==> src/rtl/spiSavePkg.sv <==
package spiSavePkg;
  localparam logic [7:0] CMD_PROG   = 8'h02;
  localparam logic [7:0] CMD_READ   = 8'h03;
  localparam logic [7:0] CMD_WRDI   = 8'h04;
  localparam logic [7:0] CMD_RDSR   = 8'h05;
  localparam logic [7:0] CMD_WREN   = 8'h06;
  localparam logic [7:0] CMD_PGWR   = 8'h0A;
  localparam int ADDR_BYTES_EE    = 2;
  localparam int ADDR_BYTES_FLASH = 3;
  localparam int ADDR_W           = 8 * ADDR_BYTES_FLASH;

  typedef enum logic [1:0] {PH_CMD, PH_ADDR, PH_DATA} phase_t;
  typedef enum logic [1:0] {TX_ONES, TX_STATUS, TX_MEM} txSel_t;

  typedef struct packed {
    logic   start;
    logic   addrShift;
    logic   addrInc;
    logic   memWrite;
    logic   setWel;
    logic   clrWel;
    logic   shiftTx;
    logic   loadTx;
    txSel_t txSel;
  } strobe_t;
endpackage

==> src/rtl/spiSaveCtrl.sv <==
module spiSaveCtrl
  import spiSavePkg::*;
(
  input  logic       clk,
  input  logic       rstN,
  input  logic       csN,
  input  logic       sck,
  input  logic       mosi,
  input  logic       flashMode,
  output strobe_t    stb,
  output logic [7:0] rxByte,
  output phase_t     phase,
  output logic [7:0] cmd,
  output logic       byteDone,
  output logic       selected,
  output logic       csRiseEv,
  output logic       progSeen
);
  logic [1:0] sckSync, csSync, mosiSync;
  logic       sckPrev, csPrev;
  logic [2:0] bitCnt;
  logic [7:0] rxShift;
  logic [1:0] addrLeft;
  logic       loadPend;
  logic       csFallEv, sckRiseEv, sckFallEv;

  assign selected  = !csSync[1];
  assign csFallEv  = csPrev && !csSync[1];
  assign csRiseEv  = !csPrev && csSync[1];
  assign sckRiseEv = selected && sckSync[1] && !sckPrev;
  assign sckFallEv = selected && !sckSync[1] && sckPrev;
  assign rxByte    = rxShift;

  function automatic logic needsAddr(input logic [7:0] c);
    return (c == CMD_READ) || (c == CMD_PROG) || (c == CMD_PGWR);
  endfunction

  always_ff @(posedge clk or negedge rstN) begin
    if (!rstN) begin
      sckSync  <= 2'b00;
      csSync   <= 2'b11;
      mosiSync <= 2'b00;
      sckPrev  <= 1'b0;
      csPrev   <= 1'b1;
      bitCnt   <= '0;
      rxShift  <= '0;
      byteDone <= 1'b0;
      loadPend <= 1'b0;
      phase    <= PH_CMD;
      cmd      <= '0;
      addrLeft <= '0;
      progSeen <= 1'b0;
    end else begin
      sckSync  <= {sckSync[0], sck};
      csSync   <= {csSync[0], csN};
      mosiSync <= {mosiSync[0], mosi};
      sckPrev  <= sckSync[1];
      csPrev   <= csSync[1];
      byteDone <= 1'b0;
      loadPend <= byteDone;
      if (sckRiseEv) begin
        rxShift <= {rxShift[6:0], mosiSync[1]};
        bitCnt  <= bitCnt + 3'd1;
        if (bitCnt == 3'd7) byteDone <= 1'b1;
      end
      if (byteDone) begin
        unique case (phase)
          PH_CMD: begin
            cmd <= rxShift;
            if (needsAddr(rxShift)) begin
              phase    <= PH_ADDR;
              addrLeft <= flashMode ? 2'(ADDR_BYTES_FLASH) : 2'(ADDR_BYTES_EE);
            end else begin
              phase <= PH_DATA;
            end
            if (rxShift == CMD_PROG || rxShift == CMD_PGWR) progSeen <= 1'b1;
          end
          PH_ADDR: begin
            addrLeft <= addrLeft - 2'd1;
            if (addrLeft == 2'd1) phase <= PH_DATA;
          end
          default: ;
        endcase
      end
      if (csFallEv || csRiseEv) begin
        bitCnt   <= '0;
        phase    <= PH_CMD;
        byteDone <= 1'b0;
        loadPend <= 1'b0;
      end
      if (csFallEv) progSeen <= 1'b0;
    end
  end

  always_comb begin
    stb           = '0;
    stb.start     = csFallEv;
    stb.shiftTx   = sckFallEv && (bitCnt != 3'd0);
    stb.setWel    = byteDone && phase == PH_CMD && rxShift == CMD_WREN;
    stb.clrWel    = (csRiseEv && progSeen) ||
                    (byteDone && phase == PH_CMD && rxShift == CMD_WRDI);
    stb.addrShift = byteDone && phase == PH_ADDR;
    stb.memWrite  = byteDone && phase == PH_DATA && (cmd == CMD_PROG || cmd == CMD_PGWR);
    stb.addrInc   = byteDone && phase == PH_DATA && needsAddr(cmd);
    stb.loadTx    = loadPend && selected;
    stb.txSel     = TX_ONES;
    if (phase == PH_DATA) begin
      if (cmd == CMD_RDSR) stb.txSel = TX_STATUS;
      else if (cmd == CMD_READ || cmd == CMD_PGWR) stb.txSel = TX_MEM;
    end
  end
endmodule

==> src/rtl/spiSaveDatapath.sv <==
module spiSaveDatapath
  import spiSavePkg::*;
#(
  parameter int DEPTH = 256
) (
  input  logic              clk,
  input  logic              rstN,
  input  strobe_t           stb,
  input  logic [7:0]        rxByte,
  output logic              miso,
  output logic              wel,
  output logic [ADDR_W-1:0] addr
);
  localparam int IDX_W = (DEPTH > 1) ? $clog2(DEPTH) : 1;

  logic [7:0]       mem [DEPTH];
  logic [DEPTH-1:0] written;
  logic [7:0]       txShift;
  logic [IDX_W-1:0] idx;
  logic [7:0]       memRd;
  logic [7:0]       txVal;
  logic             doWrite;

  assign idx     = addr[IDX_W-1:0];
  assign memRd   = written[idx] ? mem[idx] : 8'hFF;
  assign doWrite = stb.memWrite && wel;
  assign miso    = txShift[7];

  always_comb begin
    unique case (stb.txSel)
      TX_STATUS: txVal = {6'b0, wel, 1'b0};
      TX_MEM:    txVal = memRd;
      default:   txVal = 8'hFF;
    endcase
  end

  always_ff @(posedge clk or negedge rstN) begin
    if (!rstN) begin
      addr    <= '0;
      wel     <= 1'b0;
      txShift <= 8'hFF;
      written <= '0;
    end else begin
      if (stb.start) begin
        addr    <= '0;
        txShift <= 8'hFF;
      end
      if (stb.addrShift) addr <= {addr[ADDR_W-9:0], rxByte};
      if (stb.addrInc)   addr <= addr + 1'b1;
      if (stb.setWel)    wel <= 1'b1;
      if (stb.clrWel)    wel <= 1'b0;
      if (doWrite)       written[idx] <= 1'b1;
      if (stb.shiftTx)   txShift <= {txShift[6:0], 1'b1};
      if (stb.loadTx)    txShift <= txVal;
    end
  end

  always_ff @(posedge clk) begin
    if (doWrite) mem[idx] <= rxByte;
  end
endmodule

==> src/rtl/spiSaveMem.sv <==
module spiSaveMem
  import spiSavePkg::*;
#(
  parameter int DEPTH = 256
) (
  input  logic clk,
  input  logic rstN,
  input  logic csN,
  input  logic sck,
  input  logic mosi,
  input  logic flashMode,
  output logic miso
);
  strobe_t           stb;
  logic [7:0]        rxByte;
  phase_t            phase;
  logic [7:0]        cmd;
  logic              byteDone, selected, csRiseEv, progSeen, wel;
  logic [ADDR_W-1:0] addr;

  spiSaveCtrl uCtrl (
    .clk(clk), .rstN(rstN), .csN(csN), .sck(sck), .mosi(mosi),
    .flashMode(flashMode), .stb(stb), .rxByte(rxByte), .phase(phase),
    .cmd(cmd), .byteDone(byteDone), .selected(selected),
    .csRiseEv(csRiseEv), .progSeen(progSeen)
  );

  spiSaveDatapath #(.DEPTH(DEPTH)) uDp (
    .clk(clk), .rstN(rstN), .stb(stb), .rxByte(rxByte),
    .miso(miso), .wel(wel), .addr(addr)
  );
endmodule

==> config.mk <==
export PLATFORM = sky130hd
export DESIGN_NAME = spiSaveMem
export DESIGN_NICKNAME = d
export VERILOG_FILES = /design/src/rtl/spiSavePkg.sv /design/src/rtl/spiSaveCtrl.sv /design/src/rtl/spiSaveDatapath.sv /design/src/rtl/spiSaveMem.sv
export SDC_FILE = /design/constraint.sdc
export NUM_CORES = 2
export LEC_CHECK = 0
export ABC_AREA = 1
export BUFFER_PORTS_ARGS = -buffer_cell sky130_fd_sc_hd__buf_2
export CAP_MARGIN = 10
export CORE_ASPECT_RATIO = 1.75
export CORE_MARGIN = 2
export CORE_UTILIZATION = 23
export DETAILED_ROUTE_END_ITERATION = 12
export PLACE_DENSITY = 0.36
export SYNTH_ARGS = -nofsm -noshare
export SYNTH_HDL_FRONTEND = slang
export SYNTH_SLANG_ARGS = --single-unit
==> constraint.sdc <==
create_clock -name clk -period 7.5 [get_ports clk]
set_input_delay 1.125 -clock clk [delete_from_list [all_inputs] [get_ports clk]]
set_output_delay 1.125 -clock clk [all_outputs]
set_load 0.05 [all_outputs]
==> key figures <==
Cells and area
  – # nets final: 9585
  – Share of layout cells above drive strength 1: 5.81%
  – P&R area growth vs syn: 13.5%
  – Final Cell Area: 113000 µm²

Place
  – Port Buffer Count: 6
  – DP HPWL: 200 mm
  – GP Congestion: 0.798
  – Placed inst area: 106000 µm²

Timing
  – Worst-case clock skew: 56.7 ps
  – Post-Route Setup TNS: 0 ps
  – Fmax: 0.204 GHz
  – Max Slew Vio Count: 0
  – Slew HR: 20.1%
  – Final setup viols: 0
  – RSZ-0062 raised after global routing: no
  – Worst Max-Slew Pin Slew: 1190 ps
  – Min Tclk post-route: 4890 ps
  – Hold Vio Cnt, Final: 0
  – Fin crit share: 65.2%

Drt
  – Avg WL per Cell: 22.5 µm
  – Total number of vias: 66800
  – First DRT Iteration DRCs: 4280
  – Post-DR vias/cell: 4.34
  – Final wirelength: 346 mm
  – Post-route DRC violation count: 0
  – Routed Antenna Nets: 0
  – TritonRoute pass-1 iters: 7

Min path
  – HP Class: in2async

Clocking
  – Maximum clock insertion buffer count: 4
  – # resized after CTS: 0
  – Worst skew pair latency: 930 ps
  – Hold_buf cts: 0
  – Root Buffer: clkbuf_16
  – Setup Fix Bufs, Post-CTS: 0
  – TritonCTS clock tree: yes
  – Clock transition at path regs: 70 ps
  – Sink Count: 2355
  – CTS buffer count: 224
  – H-tree Lvls: 4

Run status
  – Status: finished, final reports clean

Floorplan
  – Core area: 431000 µm²
  – Initial Util: 23.1%
  – Die Span Y: 874 µm
  – I/O pin count: 7
  – Die Wd: 501 µm
  – Row count: 319
  – Die area: 438000 µm²

Global route
  – Total Routing Usage GR: 15.5%
  – Initial antenna violation count: 9
  – First-pass GRT wire length: 502 mm
  – Largest net degree at the start of global routing: 189
  – Gr ovfl total: 0
  – Vias in the first global route: 68700

Setup path
  – Crit path launch type: flop
  – Worst R2R Setup Slack: 2610 ps
  – CP Capture Type: flop
  – Arr. time, crit path: 5750 ps
  – Kind of critical path: reg2reg
  – Required @ worst endpoint: 8350 ps
  – CP max FO: 91

Logic synthesis
  – Warnings, synthesis: 0
  – Post-Syn Area: 99400 µm²
  – Syn Inst Count: 9751
  – Post-synthesis sequential area ratio: 69.6%
  – Syn Area/Cell: 10.2 µm²
  – Net Count, Synth: 9767
  – FF+latch count, synth: 2355
  – Post-synthesis cell type count: 35

Power and ir drop
  – Final Power: 0.0278 W
  – Max VDD drop: 0.000183 V
  – Leakage: 43.4 nW
  – Power per cell area: 247 nW/µm²

Job
  – Max_cap viols: 0
[area by class of cell]
cell class | count | area [µm²]
clock buffers | 276 | 6030
diodes | 4 | 10.0
inverters | 703 | 2660
repair buffers | 144 | 1390
multi-input cells | 6141 | 25200
flip-flops and latches | 2355 | 69200
fillers | 45400 | 318000
well taps | 5617 | 7030
clock inverters | 136 | 1290
[layer usage]
metal  global-route usage, %  vias to the layer above  routed length (µm)
li1                        -                    31500                   -
met3                    1.51                      430                9750
met5                       0                        -                  13
met2                    28.5                     1030              180000
met1                    18.6                    33900              142000
met4                    5.70                        2               13500
[path summary, 6_finish.rpt]
check | to | cells past startpoint | from
min in group clk | uCtrl.csSync[0] | 1 | csN
max in group asynchronous | uDp.written[174] | 2 | rstN
min | uDp.written[14] | 1 | rstN
max | uDp.txShift[1] | 20 | uDp.addr[0]
min reg2reg | uCtrl.mosiSync[1] | 0 | uCtrl.mosiSync[0]
max reg2reg | uDp.txShift[1] | 20 | uDp.addr[0]
[where the power goes]
part | internal [W] | switching, W | leakage, nW
logic | 0.0000678 | 0.000958 | 17.0
clock network | 0.00649 | 0.00529 | 3.55
registers | 0.0149 | 0.000162 | 22.9
[sequential cells by signal, indices dropped and copies added, names as in the netlist, 2 cells and up]
| register | cells |
|---|---|
| uCtrl.rxByte | 8 |
| uDp.txShift | 8 |
| uCtrl.sckSync | 2 |
| uCtrl.bitCnt | 3 |
| uCtrl.addrLeft | 2 |
| uCtrl.cmd | 8 |
| uDp.written | 256 |
| uCtrl.csSync | 2 |
| uCtrl.phase | 2 |
| uDp.addr | 8 |
| uDp.mem | 2048 |
| uCtrl.mosiSync | 2 |
[synthesized netlist by cell type (all sizes together)]
library cell / instances / area share [%]
xor2: 4 / 0.035
nand4: 8 / 0.050
buf: 291 / 1.5
clkbuf: 261 / 0.99
a31oi: 1 / 0.0063
or2: 35 / 0.22
a21boi: 2 / 0.015
and3: 1 / 0.0063
nand2: 3152 / 12
ha: 10 / 0.13
a221oi: 1 / 0.0088
o211ai: 22 / 0.17
edfxtp: 2048 / 62
nor4: 5 / 0.038
mux2: 1 / 0.011
clkinv: 5 / 0.019
dfrtp: 296 / 7.4
o2111ai: 1 / 0.0088
nor3: 8 / 0.040
a21oi: 12 / 0.060
dfstp: 11 / 0.29
nand3: 298 / 1.5
o22ai: 4 / 0.025
a2111oi: 1 / 0.0088
o21ai: 1017 / 5.1
inv: 698 / 2.6
nor2: 1553 / 5.9
o221ai: 5 / 0.044
[metrics by stage]
step           setup slack, ps  cells  util [%]  hold WS, ps
6_report                  2610  15400      26.2          144
5_1_grt                   2530  15400      26.2          180
4_1_cts                   2620  15400      26.2          119
3_5_place_dp              2610  15000      24.5          338
3_3_place_gp              2460  15000      24.5          342
2_1_floorplan             2940   9751         -          331
[critical path: stages, from the launching register on]
cell	delay (ps)
dfrtp_4	820
inv_8	360
buf_4	500
nand2_1	140
nand2_1	50
nand2_1	60
o21ai_1	80
nand2_1	100
nand2_1	190
nor2_1	480
nor2_1	120
nor2_1	700
nand2_1	110
nand2_1	90
nand2_1	270
nor2_1	190
nand2_1	80
nand2_1	90
nand2_1	60
nand2_1	50
nand2_1	50
[logic make-up after synthesis]
| group | after synthesis | share of synthesized area [%] |
|---|---|---|
| muxes | 1 | 0.0113 |
| DFF | 2355 | 69.6 |
| buffers and inverters | 1255 | 5.16 |
| and+or+nand+nor | 5060 | 19.6 |
| AOI/OAI and AO/OA | 1066 | 5.46 |
| adders and majority gates | 10 | 0.126 |
| xor gates and xnor gates | 4 | 0.0352 |
[cell usage in the layout (no fill, tap or decap), types with 12 or more instances in the layout]
cell type	synthesis	routed
buf_4	30	112
clkinvlp_4	0	20
nand2_1	3152	3135
nand3_1	298	297
clkbuf_8	0	14
clkinv_1	5	43
dfrtp_1	296	286
clkbuf_1	261	34
o21ai_1	246	247
or2_2	35	35
nor2_1	1553	1549
o21ai_0	771	770
a21oi_1	12	12
inv_1	697	696
bufinv_16	0	23
clkinv_2	0	45
edfxtp_1	2048	2048
o211ai_1	22	22
buf_12	0	25
clkbuf_16	0	228
(Power assumes the default switching activity.)
